File: config.mk
export PLATFORM = sky130hd
export DESIGN_NAME = tmr_unit
export DESIGN_NICKNAME = d
export VERILOG_FILES = /design/src/rtl/tmr_pkg.sv /design/src/rtl/tmr_divider.sv /design/src/rtl/tmr_step.sv /design/src/rtl/tmr_count.sv /design/src/rtl/tmr_unit.sv
export SDC_FILE = /design/constraint.sdc
export NUM_CORES = 1
export LEC_CHECK = 0
export ABC_CLOCK_PERIOD_IN_PS = 2300
export BUFFER_PORTS_ARGS = -buffer_cell sky130_fd_sc_hd__clkbuf_2
export CELL_PAD_IN_SITES_DETAIL_PLACEMENT = 1
export CELL_PAD_IN_SITES_GLOBAL_PLACEMENT = 2
export CORE_MARGIN = 2
export CORE_UTILIZATION = 35
export DETAILED_ROUTE_END_ITERATION = 8
export PLACE_DENSITY = 0.82
export RECOVER_POWER = 50
export SLEW_MARGIN = 20
export SYNTH_ARGS = -nofsm -noshare
export SYNTH_HDL_FRONTEND = slang
export SYNTH_SLANG_ARGS = --single-unit
File: constraint.sdc
create_clock -name clk -period 2.3 [get_ports clk]
set_input_delay 0.23 -clock clk [delete_from_list [all_inputs] [get_ports clk]]
set_output_delay 0.23 -clock clk [all_outputs]
set_load 0.05 [all_outputs]
File: src/rtl/tmr_pkg.sv
package tmr_pkg;

    // Register select codes on the bus.
    typedef enum logic [1:0] {
        REG_DIV = 2'd0,
        REG_CNT = 2'd1,
        REG_MOD = 2'd2,
        REG_CTL = 2'd3
    } reg_sel_e;

    // Stored control bits: run enable and rate select.
    typedef struct packed {
        logic       run;
        logic [1:0] rate;
    } ctl_t;

    localparam int CTL_W = 3;

    // Internal count bit watched for each rate code.
    function automatic logic [3:0] tap_index(input logic [1:0] rate);
        logic [3:0] idx;
        case (rate)
            2'b00:   idx = 4'd7;
            2'b01:   idx = 4'd1;
            2'b10:   idx = 4'd3;
            default: idx = 4'd5;
        endcase
        return idx;
    endfunction

endpackage

File: src/rtl/tmr_divider.sv
module tmr_divider #(
    parameter int CNT_W = 14
) (
    input  logic             clk,
    input  logic             rst_n,
    input  logic             clear_i,
    input  logic             hold_i,
    output logic [CNT_W-1:0] cnt_q_o,
    output logic [CNT_W-1:0] cnt_d_o
);
    typedef struct packed {
        logic [CNT_W-1:0] cnt;
    } div_state_t;

    div_state_t cur_q, nxt_d;

    always_comb begin
        nxt_d     = cur_q;
        nxt_d.cnt = cur_q.cnt + 1'b1;
        if (hold_i || clear_i) begin
            nxt_d.cnt = '0;
        end
    end

    always_ff @(posedge clk) begin
        if (!rst_n) cur_q <= '0;
        else        cur_q <= nxt_d;
    end

    assign cnt_q_o = cur_q.cnt;
    assign cnt_d_o = nxt_d.cnt;

    p_div_hold_r3: assert property (@(posedge clk) disable iff (!rst_n)
        hold_i |=> (cnt_q_o == '0));

    p_div_count_r2: assert property (@(posedge clk) disable iff (!rst_n)
        (!hold_i && !clear_i) |=> (cnt_q_o == $past(cnt_q_o) + 1'b1));

endmodule

File: src/rtl/tmr_step.sv
module tmr_step #(
    parameter int CNT_W = 14
) (
    input  tmr_pkg::ctl_t    ctl_cur_i,
    input  tmr_pkg::ctl_t    ctl_nxt_i,
    input  logic [CNT_W-1:0] cnt_cur_i,
    input  logic [CNT_W-1:0] cnt_nxt_i,
    output logic             step_o
);
    localparam int IDX_W = $clog2(CNT_W);

    logic lvl_cur, lvl_nxt;

    // Step on the edge where the gated tap level drops.
    always_comb begin
        lvl_cur = ctl_cur_i.run & cnt_cur_i[IDX_W'(tmr_pkg::tap_index(ctl_cur_i.rate))];
        lvl_nxt = ctl_nxt_i.run & cnt_nxt_i[IDX_W'(tmr_pkg::tap_index(ctl_nxt_i.rate))];
        step_o  = lvl_cur & ~lvl_nxt;
    end

endmodule

File: src/rtl/tmr_count.sv
module tmr_count #(
    parameter int DATA_W = 8
) (
    input  logic              clk,
    input  logic              rst_n,
    input  logic              step_i,
    input  logic              cnt_we_i,
    input  logic              mod_we_i,
    input  logic [DATA_W-1:0] wdata_i,
    output logic [DATA_W-1:0] cnt_o,
    output logic [DATA_W-1:0] mod_o,
    output logic              irq_o
);
    typedef struct packed {
        logic [DATA_W-1:0] cnt;
        logic [DATA_W-1:0] mod;
        logic              irq;
    } cnt_state_t;

    cnt_state_t cur_q, nxt_d;

    always_comb begin
        nxt_d     = cur_q;
        nxt_d.irq = 1'b0;
        if (step_i) begin
            if (cur_q.cnt == '1) begin
                nxt_d.cnt = cur_q.mod;   // old modulo even if rewritten now
                nxt_d.irq = 1'b1;
            end else begin
                nxt_d.cnt = cur_q.cnt + 1'b1;
            end
        end
        if (cnt_we_i) begin
            nxt_d.cnt = wdata_i;
            nxt_d.irq = 1'b0;
        end
        if (mod_we_i) begin
            nxt_d.mod = wdata_i;
        end
    end

    always_ff @(posedge clk) begin
        if (!rst_n) cur_q <= '0;
        else        cur_q <= nxt_d;
    end

    assign cnt_o = cur_q.cnt;
    assign mod_o = cur_q.mod;
    assign irq_o = cur_q.irq;

    p_irq_single_r6: assert property (@(posedge clk) disable iff (!rst_n)
        irq_o |=> !irq_o);

    p_reload_old_mod_r7: assert property (@(posedge clk) disable iff (!rst_n)
        $rose(irq_o) |-> (cnt_o == $past(mod_o)));

    p_cnt_write_wins_r11: assert property (@(posedge clk) disable iff (!rst_n)
        cnt_we_i |=> (cnt_o == $past(wdata_i)) && !irq_o);

endmodule

File: src/rtl/tmr_unit.sv
module tmr_unit #(
    parameter int DATA_W = 8,
    parameter int CNT_W  = 14
) (
    input  logic              clk,
    input  logic              rst_n,
    input  logic              halt_i,
    input  logic [1:0]        addr_i,
    input  logic              we_i,
    input  logic [DATA_W-1:0] wdata_i,
    output logic [DATA_W-1:0] rdata_o,
    output logic              irq_o
);
    import tmr_pkg::*;

    localparam int DIV_LSB = CNT_W - DATA_W;
    localparam int PAD_W   = DATA_W - CTL_W;

    typedef struct packed {
        ctl_t ctl;
    } top_state_t;

    top_state_t cur_q, nxt_d;

    logic              wr_div, wr_cnt, wr_mod, wr_ctl;
    logic [CNT_W-1:0]  cnt_q, cnt_d;
    logic              step;
    logic [DATA_W-1:0] tcnt, tmod;

    always_comb begin
        wr_div = we_i && (addr_i == REG_DIV);
        wr_cnt = we_i && (addr_i == REG_CNT);
        wr_mod = we_i && (addr_i == REG_MOD);
        wr_ctl = we_i && (addr_i == REG_CTL);
        nxt_d  = cur_q;
        if (wr_ctl) begin
            nxt_d.ctl = ctl_t'(wdata_i[CTL_W-1:0]);
        end
    end

    always_ff @(posedge clk) begin
        if (!rst_n) cur_q <= '0;
        else        cur_q <= nxt_d;
    end

    tmr_divider #(.CNT_W(CNT_W)) u_div (
        .clk     (clk),
        .rst_n   (rst_n),
        .clear_i (wr_div),
        .hold_i  (halt_i),
        .cnt_q_o (cnt_q),
        .cnt_d_o (cnt_d)
    );

    tmr_step #(.CNT_W(CNT_W)) u_step (
        .ctl_cur_i (cur_q.ctl),
        .ctl_nxt_i (nxt_d.ctl),
        .cnt_cur_i (cnt_q),
        .cnt_nxt_i (cnt_d),
        .step_o    (step)
    );

    tmr_count #(.DATA_W(DATA_W)) u_cnt (
        .clk      (clk),
        .rst_n    (rst_n),
        .step_i   (step),
        .cnt_we_i (wr_cnt),
        .mod_we_i (wr_mod),
        .wdata_i  (wdata_i),
        .cnt_o    (tcnt),
        .mod_o    (tmod),
        .irq_o    (irq_o)
    );

    always_comb begin
        case (addr_i)
            REG_DIV: rdata_o = cnt_q[CNT_W-1:DIV_LSB];
            REG_CNT: rdata_o = tcnt;
            REG_MOD: rdata_o = tmod;
            default: rdata_o = {{PAD_W{1'b1}}, cur_q.ctl};
        endcase
    end

    p_div_clear_r2: assert property (@(posedge clk) disable iff (!rst_n)
        wr_div |=> (rdata_o == '0 || addr_i != REG_DIV) && (cnt_q == '0));

    p_idle_hold_r4: assert property (@(posedge clk) disable iff (!rst_n)
        (!cur_q.ctl.run && !wr_ctl && !wr_cnt) |=> $stable(tcnt));

    p_ctl_pad_r10: assert property (@(posedge clk) disable iff (!rst_n)
        (addr_i == REG_CTL) |-> (rdata_o[DATA_W-1:CTL_W] == '1));

endmodule

==> results of run 1 <==
==> through the flow <==
| step | hold WS, ns | cells | utilization | instance area [sq um] |
|---|---|---|---|---|
| global placement | 0.466 | 305 | 0.394 | 2130 |
| floorplan | 0.396 | 217 | - | 1930 |
| CTS | 0.216 | 313 | 0.420 | 2270 |
| detailed placement | 0.478 | 305 | 0.394 | 2130 |
| finish | 0.218 | 313 | 0.419 | 2260 |
| global route | 0.232 | 313 | 0.419 | 2260 |
==> worst paths after layout <==
path | slack (ns) | startpoint | endpoint
worst max-delay path | 0.15 | cur_q[1] | u_cnt.cnt_o[6]
worst min-delay path | 0.22 | wdata_i[3] | u_cnt.mod_o[3]
worst max register to register | 0.15 | cur_q[1] | u_cnt.cnt_o[6]
worst min register to register | 0.49 | u_div.cnt_q_o[0] | u_div.cnt_q_o[0]
==> cell usage after synthesis, types with 6 or more instances <==
cell type,number
dfxtp_1,34
nand3_1,13
a21oi_1,6
and3_1,7
o21ai_0,10
nand4_1,7
xor2_1,8
clkbuf_1,12
nor2_1,22
nor2b_1,9
mux2i_1,12
nand2_1,9
==> worst min-delay path, stage by stage <==
cell	delay, ns
clkbuf_2	0.09
mux2i_1	0.06
nor2b_1	0.09
==> registers in the layout, summed over array words and instances, names as in the netlist <==
signal / cells
u_div.cnt_q_o: 14
u_cnt.cnt_o: 8
u_cnt.mod_o: 8
cur_q: 3
u_cnt.irq_o: 1
==> cells in the final DEF (no fill, tap or decap), types with 5 or more instances in the layout <==
cell and count:
xnor2_1 5, mux2i_1 12, and2_1 5, o21ai_0 10, xor2_1 8, and3_1 7, dfxtp_1 33, clkbuf_2 19
nand4_1 7, clkbuf_8 6, nand3_1 13, buf_4 6, nand2_1 9, a21oi_1 6, o22a_1 5, nor2b_1 9
nor2_1 21, a31oi_1 5, clkbuf_1 5
==> area by class of cell <==
class                   count  area share
flip-flops and latches     34       0.301
clock buffers               6      0.0365
inverters                   5     0.00830
well taps                  72      0.0398
multi-input cells         164       0.517
clock inverters             2      0.0265
repair buffers             30      0.0702
==> kinds of logic (layout without fill, tap and decap cells) <==
logic type               count (synthesis)  in the layout
AND/OR/NAND/NOR                         83             83
AO/OA/AOI/OAI                           41             41
flip-flops                              34             34
multiplexers                            23             23
buffers and inverters                   19             43
XOR/XNOR                                13             13
adder cells (fa/ha/maj)                  4              4
==> where the power goes <==
group	internal, mW	switching [mW]
clock	0.463	0.230
combinational	0.0626	0.108
sequential	0.604	0.0171
==> per-layer routing <==
| metal | vias to the layer above | wire, um |
|---|---|---|
| li1 | 839 | - |
| met1 | 822 | 2370 |
| met2 | 30 | 2540 |
| met3 | 5 | 211 |
| met4 | 0 | 62 |
| met5 | - | 0 |
==> summary.txt, run 1 <==
Die
  – I/O pin count: 23
  – Floorplan die width: 78.2 um
  – Core ar.: 5410 sq um
  – Core Rows: 27
  – Initial Util: 0.356
  – Die Ht: 78.2 um
  – Area of the die: 6110 sq um

Pwr
  – Overall power consumption: 1.48 mW
  – VDD IR-drop max: 0.000249 V
  – Static leakage: 0.912 nW
  – Cell Pwr Density: 656 nW/um^2

Yosys
  – Compound-Gate Fraction of Synth Area: 0.145
  – Fraction of synthesized area in multiplexers: 0.152
  – Post-synth net total: 235
  – Yosys cell types: 42
  – Synthesized-area fraction occupied by adder cells: 0.0260
  – Synth warnings: 0
  – Gate count after technology mapping: 217
  – Predominant post-synthesis flop cell: dfxtp_1
  – Dominant cells by area after synthesis: dfxtp_1 (35%), mux2i_1 (6.2%), mux4_2 (4.7%)
  – Flip-flop and latch count after synthesis: 34
  – Average cell area after synthesis: 8.88 sq um
  – Count of flip-flops with a built-in enable after synthesis: 0
  – Area share of xor/xnor cells in the synthesized design: 0.0591
  – Post-synthesis sequential area ratio: 0.353
  – Async SR Flop Fraction: 0
  – Yosys top cell area share: 0.353
  – Dominant combinational cell family by area after synthesis: simple AND/OR/NAND/NOR gates
  – Cell type contributing the most total cell area after synthesis: dfxtp_1
  – Post-synthesis instance area: 1930 sq um
  – Post-synthesis share of cell area spent on and, or, nand and nor gates: 0.224

Clock tree
  – Inserted Clock Buffers: 5
  – Cts hold-fix bufs: 0
  – Clock transition at the register clock pins on the worst setup and hold paths after CTS: 0.07 ns
  – Clock network latency to the later pin of the worst-skew pair: 0.29 ns
  – Root buffer cell: clkbuf_8
  – H-tree levels: 2
  – Bufs on Longest Clock Path: 2
  – Post-CTS setup buffers: 0
  – Number of cells upsized or downsized after cts: 0
  – # clock sinks: 34
  – Clock tree from TritonCTS: yes

Critical path
  – Critical-path maximum fanout: 12
  – Slowest stage delay, CP: 0.51 ns
  – Startpoint class of the critical path: register
  – Total stage count of the critical path: 9
  – Endpoint class of the critical path: register
  – Crit path buf inv count: 2
  – Worst-path cell with the longest stage delay: mux4_2
  – Worst-path cell chain: inv_1 > ha_1 > nor2_2 > mux4_2 > nand2_1 > a31oi_2 > buf_4 > and4_1 > a311oi_1
  – WP data arrival: 2.35 ns
  – Critical path required time: 2.50 ns
  – Delay-heaviest family, CP: multiplexers
  – Logic depth of the worst register-to-register path: 9
  – Critical Setup Path Class: reg2reg

STA
  – Fmax achieved: 0.465 GHz
  – Final period util: 0.934
  – Setup tns final: 0 ns
  – Rel. slew slack: 0.546
  – Final Hold Violating Endpoints: 0
  – Final Worst Setup Slack: 0.152 ns
  – Final setup violation count: 0
  – Fin Clk Skew: 0.00723 ns
  – Slew at the pin closest to its max-slew limit: 0.679 ns
  – Number of pins with negative max-slew slack in the final report: 0
  – Setup repair after global routing missed its margin: no
  – Final critical path time including I/O delays and setup: 2.15 ns

Finish
  – Area of the multi-input gates: 1170 sq um
  – Storage cell area: 682 sq um
  – Number of nets in the layout: 258
  – Count of antenna diodes in the layout: 0
  – Area overhead of the layout relative to synthesis: 17.4%
  – Fill cell count: 658
  – Fraction of layout instances using a drive strength above 1: 0.195

Detailed routing
  – First-pass DRT Iterations: 4
  – Remaining DRCs: 0
  – Antenna-violating nets left: 0
  – Total length of routed wires: 5180 um
  – Number of DRC markers in iteration 0: 116
  – Post-DR vias/cell: 5.42
  – Avg WL per Cell: 16.5 um
  – Total via count in the routed design: 1696

Placed design
  – Quantity of I/O buffers inserted on ports: 22
  – Pre-CTS setup slack: 0.122 ns
  – Detail Placement HPWL: 3790 um
  – Final estimated routing congestion in global placement: 0.752

Flow run
  – Max_cap viols: 0

Worst hold path
  – Count of cells along the worst hold path: 3
  – Tightest Hold Check Type: in2reg

Global routing
  – Grt met1 use: 0.228
  – Combined global-route utilization of all metal layers: 0.178
  – Pin count of the biggest net entering global routing: 28
  – Met2 Track Usage GR: 0.303
  – Via count of the first global-routing pass: 1636
  – Met3 track demand over resource in global routing: 0.0368
  – Initial antenna violation count: 0
  – Remaining global-route overflow: 0
  – Global-route wire length before repair: 8420 um
  – Peak-usage layer in the global routing report: met2

Outcome
  – Outcome: completed
Note: power is estimated with default switching activity, not from simulation.
==> run 2, diff against run 1 <==
Settings changed: CORE_ASPECT_RATIO set to 0.8, GPL_ROUTABILITY_DRIVEN set to 1.
==> run 2 against run 1 <==
  * Sequential cell count did not move
  * First-iteration DRC count fell by 53%
  * Via count fell by 1.0%
  * Register-to-register slack barely moved
  * Worst hold slack got worse by 0.0042 ns
  * Maximum frequency fell by 0.68%
  * Clock power fell by 33%
  * Sequential share of layout area rose by 0.87 points
  * Die area barely moved
  * Setup slack got worse by 0.015 ns
  * Count of clock-buffer cells in the layout rose by 1
  * Critical path type unchanged
==> summary.txt, run 2 (synthesis gave the netlist of run 1 again) <==
STA
  – Final critical path time including I/O delays and setup: 2.16 ns
  – Number of pins with negative max-slew slack in the final report: 0
  – Setup tns final: 0 ns
  – Setup repair after global routing missed its margin: no
  – Fmax achieved: 0.462 GHz
  – Final period util: 0.941
  – Rel. slew slack: 0.525
  – Final Hold Violating Endpoints: 0
  – Final setup violation count: 0
  – Slew at the pin closest to its max-slew limit: 0.713 ns
  – Min Hold Slack: 0.214 ns
  – Fin Clk Skew: 0.00927 ns

Placed design
  – DP Cell Count: 298
  – Final estimated routing congestion in global placement: 0.747
  – Detail Placement HPWL: 3750 um
  – Quantity of I/O buffers inserted on ports: 22
  – Placed standard-cell area: 2120 sq um

Detailed routing
  – Total via count in the routed design: 1679
  – Avg WL per Cell: 16.4 um
  – Post-DR vias/cell: 5.49
  – Number of DRC markers in iteration 0: 55
  – Remaining DRCs: 0
  – First-pass DRT Iterations: 4
  – Antenna-violating nets left: 0
  – Total length of routed wires: 5010 um

Die
  – Core Rows: 24
  – Initial Util: 0.358
  – Area of the die: 6120 sq um
  – Core ar.: 5380 sq um
  – I/O pin count: 23
  – Floorplan die width: 87.0 um
  – Die Ht: 70.4 um

Finish
  – Number of standard cells in the layout, taps in and fillers out: 306
  – Max reg flops: 14
  – Number of nets in the layout: 258
  – Fill cell count: 658
  – Leading cell types in the layout, fill and taps excluded: dfxtp_1 (34), nor2_1 (22), clkbuf_2 (19), nand3_1 (13), mux2i_1 (12)
  – Storage cell area: 681 sq um
  – Fraction of layout instances using a drive strength above 1: 0.178
  – Count of antenna diodes in the layout: 0
  – Area overhead of the layout relative to synthesis: 13.9%
  – Most frequent standard cell in the layout excluding fill and tap cells: dfxtp_1
  – Area of the multi-input gates: 1160 sq um
  – Final instance area: 2190 sq um

Global routing
  – Global-route wire length before repair: 8370 um
  – Initial antenna violation count: 0
  – Combined global-route utilization of all metal layers: 0.179
  – Pin count of the biggest net entering global routing: 28
  – Via count of the first global-routing pass: 1670
  – Remaining global-route overflow: 0

Pwr
  – VDD IR-drop max: 0.000260 V
  – Cell Pwr Density: 569 nW/um^2
  – Overall power consumption: 1.25 mW
  – Psw: 0.342 mW
  – Proportion of total power due to net switching: 0.274
  – Sequential group share of total power: 0.497
  – Fraction of power consumed by the clock network: 0.370
  – Int Power: 0.906 mW
  – Combinational power share: 0.133
  – Static leakage: 0.885 nW

Clock tree
  – Clock transition at the register clock pins on the worst setup and hold paths after CTS: 0.07 ns
  – Bufs on Longest Clock Path: 2
  – H-tree levels: 2
  – Number of cells upsized or downsized after cts: 0
  – # clock sinks: 34
  – Inserted Clock Buffers: 5
  – Clock tree from TritonCTS: yes
  – Root buffer cell: clkbuf_8
  – Cts hold-fix bufs: 0
  – Clock network latency to the later pin of the worst-skew pair: 0.29 ns
  – Post-CTS setup buffers: 0

Critical path
  – Crit. Startpoint: cur_q[0]
  – Reg-to-reg slack, setup: 0.14 ns
  – Timing endpoint of the critical path: u_cnt.cnt_o[6]
  – Reg-to-reg critical path startpoint: cur_q[0]
  – Logic depth of the worst register-to-register path: 9
  – RR Endpoint: u_cnt.cnt_o[6]
  – Critical-path maximum fanout: 12
  – WP data arrival: 2.36 ns
  – Endpoint class of the critical path: register
  – Critical path required time: 2.50 ns
  – Startpoint class of the critical path: register
  – Critical Setup Path Class: reg2reg

Outcome
  – Outcome: completed

Flow run
  – Max_cap viols: 0

Worst hold path
  – Tightest Hold Check Type: in2reg
run 2: cell types whose count changed in the layout (fill, tap and decap cells not counted), sizes merged:
cell / previous run / this run
bufinv: 2 / 0
clkbuf: 30 / 31
clkinv: 0 / 1
run 2: worst min path at each step:
stage                     slack [ns]  cells past startpoint               end              from
after floorplan                 0.40                      2    u_cnt.mod_o[0]        wdata_i[0]
after global placement          0.47                      1  u_div.cnt_q_o[0]  u_div.cnt_q_o[0]
after detailed placement        0.48                      1  u_div.cnt_q_o[0]  u_div.cnt_q_o[0]
after CTS                       0.21                      3    u_cnt.mod_o[5]        wdata_i[5]
after global routing            0.22                      3    u_cnt.mod_o[5]        wdata_i[5]
final                           0.21                      3    u_cnt.mod_o[5]        wdata_i[5]
run 2: critical path: stages, from the launching register on:
cell      delay (ns)
dfxtp_1         0.37
inv_1           0.08
ha_1            0.20
nor2_1          0.14
mux4_2          0.51
nand2_1         0.12
a31oi_2         0.04
buf_4           0.20
and4_1          0.18
a311oi_1        0.23
run 2: final cells by class:
type | count | area share
tap | 65 | 0.0371
timing repair buffer | 30 | 0.0724
inverter | 5 | 0.00855
sequential | 34 | 0.310
clock buffer | 7 | 0.0393
clock inverter | 1 | 0.00228
multi-input combinational | 164 | 0.530
run 2: power by group through the flow:
stage | Sequential, mW | Combinational [mW] | Clock, mW
CTS | 0.621 | 0.172 | 0.484
floorplan | 0.627 | 0.122 | 0
detailed placement | 0.635 | 0.171 | 0
finish | 0.621 | 0.166 | 0.462
global placement | 0.635 | 0.169 | 0
global route | 0.624 | 0.184 | 0.518
run 2: stage by stage:
step / worst slack, ns / util
2_1_floorplan: 0.392 / -
3_3_place_gp: 0.199 / 0.394
3_5_place_dp: 0.143 / 0.394
4_1_cts: 0.122 / 0.411
5_1_grt: 0.0358 / 0.408
6_report: 0.137 / 0.408
run 2: per-layer routing:
metal | wire length, um | GRT usage | vias to the layer above | part of all wire
met1 | 2490 | 0.252 | 804 | 0.50
met2 | 2260 | 0.273 | 32 | 0.45
met5 | 0 | 0 | - | 0
met3 | 197 | 0.0378 | 7 | 0.039
met4 | 57 | 0.0556 | 0 | 0.011
li1 | - | - | 836 | -
==> run 3, diff against run 2 <==
Settings changed: CORE_ASPECT_RATIO 0.8 to 0.5, CTS_CLUSTER_DIAMETER set to 40, RECOVER_POWER 50 to not set.
==> run 3 against run 2 <==
  * Core utilization rose by 0.65 points
  * Global-route usage fell by 0.34 points
  * Setup slack got worse by 0.0082 ns
  * Die area rose by 0.53%
  * Cell count rose by 2.6%
  * Total power rose by 7.9%
  * Design area rose by 2.0%
  * Routed wire length rose by 0.80%
  * Critical path type unchanged
  * Critical endpoint unchanged
  * Highest routed layer unchanged
==> summary.txt, run 3 (synthesis gave the netlist of run 1 again) <==
Detailed routing
  – First-pass DRT Iterations: 4
  – Post-DR vias/cell: 5.26
  – Antenna-violating nets left: 0
  – Remaining DRCs: 0
  – Number of DRC markers in iteration 0: 45
  – Total via count in the routed design: 1652
  – Avg WL per Cell: 16.1 um
  – Total length of routed wires: 5050 um

Placed design
  – Detail Placement HPWL: 3840 um
  – DP Cell Count: 306
  – Quantity of I/O buffers inserted on ports: 22
  – Final estimated routing congestion in global placement: 0.829

Critical path
  – WP data arrival: 2.38 ns
  – Worst-path cell chain: inv_1 > ha_1 > nor2_1 > mux4_2 > nand2_1 > a31oi_2 > buf_4 > and4_1 > a311oi_1
  – Slowest stage delay, CP: 0.52 ns
  – Crit. Startpoint: cur_q[0]
  – Endpoint class of the critical path: register
  – Crit path buf inv count: 2
  – Critical path required time: 2.51 ns
  – Startpoint class of the critical path: register
  – Delay-heaviest family, CP: multiplexers
  – Total stage count of the critical path: 9
  – Reg-to-reg critical path startpoint: cur_q[0]
  – Logic depth of the worst register-to-register path: 9
  – Critical Setup Path Class: reg2reg
  – Worst-path cell with the longest stage delay: mux4_2
  – Critical-path maximum fanout: 12

Clock tree
  – Bufs on Longest Clock Path: 2
  – Cts hold-fix bufs: 0
  – # clock sinks: 34
  – H-tree levels: 2
  – Clock tree from TritonCTS: yes
  – Root buffer cell: clkbuf_8
  – Clock transition at the register clock pins on the worst setup and hold paths after CTS: 0.07 ns
  – Inserted Clock Buffers: 5
  – Post-CTS setup buffers: 0
  – Clock network latency to the later pin of the worst-skew pair: 0.30 ns

Finish
  – Max reg flops: 14
  – Most frequent standard cell in the layout excluding fill and tap cells: dfxtp_1
  – Count of antenna diodes in the layout: 0
  – Leading cell types in the layout, fill and taps excluded: dfxtp_1 (33), nor2_1 (22), clkbuf_2 (22), nand3_1 (13), mux2i_1 (12)
  – Number of standard cells in the layout, taps in and fillers out: 314
  – Fill cell count: 638
  – Number of nets in the layout: 258
  – Fraction of layout instances using a drive strength above 1: 0.216
  – Area overhead of the layout relative to synthesis: 16.2%

STA
  – Number of pins with negative max-slew slack in the final report: 0
  – Final setup violation count: 0
  – Final critical path time including I/O delays and setup: 2.17 ns
  – Setup tns final: 0 ns
  – Final Hold Violating Endpoints: 0
  – Final period util: 0.944
  – Setup repair after global routing missed its margin: no
  – Min Hold Slack: 0.200 ns
  – Fmax achieved: 0.461 GHz
  – Rel. slew slack: 0.568
  – Slew at the pin closest to its max-slew limit: 0.646 ns
  – Fin Clk Skew: 0.00868 ns

Global routing
  – Initial antenna violation count: 0
  – Pin count of the biggest net entering global routing: 28
  – Combined global-route utilization of all metal layers: 0.176
  – Via count of the first global-routing pass: 1629
  – Global-route wire length before repair: 8200 um
  – Remaining global-route overflow: 0

Flow run
  – Max_cap viols: 0

Die
  – Die Ht: 56.5 um
  – Core Rows: 19
  – Floorplan die width: 109 um
  – Initial Util: 0.357
  – Area of the die: 6150 sq um
  – Core ar.: 5400 sq um
  – I/O pin count: 23

Worst hold path
  – Tightest Hold Check Type: in2reg
  – Count of cells along the worst hold path: 3
  – Startpoint of the most critical hold path: wdata_i[3]

Pwr
  – VDD IR-drop max: 0.000237 V
  – Cell Pwr Density: 602 nW/um^2
  – Static leakage: 0.914 nW

Outcome
  – Outcome: completed
==> run 3: changes by cell type in the layout (fill, tap and decap cells not counted), sizes merged <==
cell	before	now
buf	6	8
bufinv	0	1
clkbuf	31	27
clkinv	1	2
==> run 3: per-stage QoR <==
stage | utilization | setup WS (ns) | total power [mW] | instance area [sq um]
finish | 0.415 | 0.129 | 1.35 | 2240
floorplan | - | 0.392 | 0.749 | 1930
global placement | 0.394 | 0.144 | 0.800 | 2130
global route | 0.415 | 0.00988 | 1.40 | 2240
detailed placement | 0.394 | 0.0714 | 0.805 | 2130
CTS | 0.415 | 0.0572 | 1.37 | 2240
==> run 3: routing by layer <==
metal,GRT usage,share of wire,wire length (um)
met1,0.242,0.50,2520
met2,0.277,0.46,2330
met5,0,0,0
met3,0.0348,0.034,174
met4,0.0549,0.0056,28
==> run 3: worst reg2reg max path, cell delays in order, from the launching register on <==
cell and delay, ns:
dfxtp_2 0.36, inv_1 0.07, ha_1 0.19, nor2_1 0.14, mux4_2 0.52, nand2_1 0.13
a31oi_2 0.05, buf_4 0.20, and4_1 0.19, a311oi_1 0.25
==> run 3: path summary, 6_finish.rpt <==
| path | to | slack, ns |
|---|---|---|
| setup / recovery | u_cnt.cnt_o[6] | 0.13 |
| hold / removal | u_cnt.mod_o[3] | 0.20 |
| setup reg to reg | u_cnt.cnt_o[6] | 0.13 |
| hold reg to reg | u_div.cnt_q_o[0] | 0.49 |
==> run 3: layout make-up <==
cell class | instances | area, sq um | share of cell area
clock buffers | 5 | 68.8 | 0.0307
clock inverters | 3 | 40.0 | 0.0179
inverters | 5 | 18.8 | 0.00838
multi-input cells | 164 | 1170 | 0.522
flip-flops and latches | 34 | 682 | 0.305
well taps | 73 | 91.3 | 0.0408
repair buffers | 30 | 170 | 0.0760
==> run 3: repair_timing <==
| action | 4_1_cts | 5_1_grt |
|---|---|---|
| gates resized for setup | 0 | 1 |
| setup endpoints to repair | 0 | 1 |
| hold endpoints to repair | 0 | 0 |
==> run 3: report_power, final <==
| group | total [mW] | internal, mW | switching (mW) |
|---|---|---|---|
| clock | 0.556 | 0.319 | 0.237 |
| sequential | 0.624 | 0.604 | 0.0203 |
| combinational | 0.167 | 0.0633 | 0.103 |
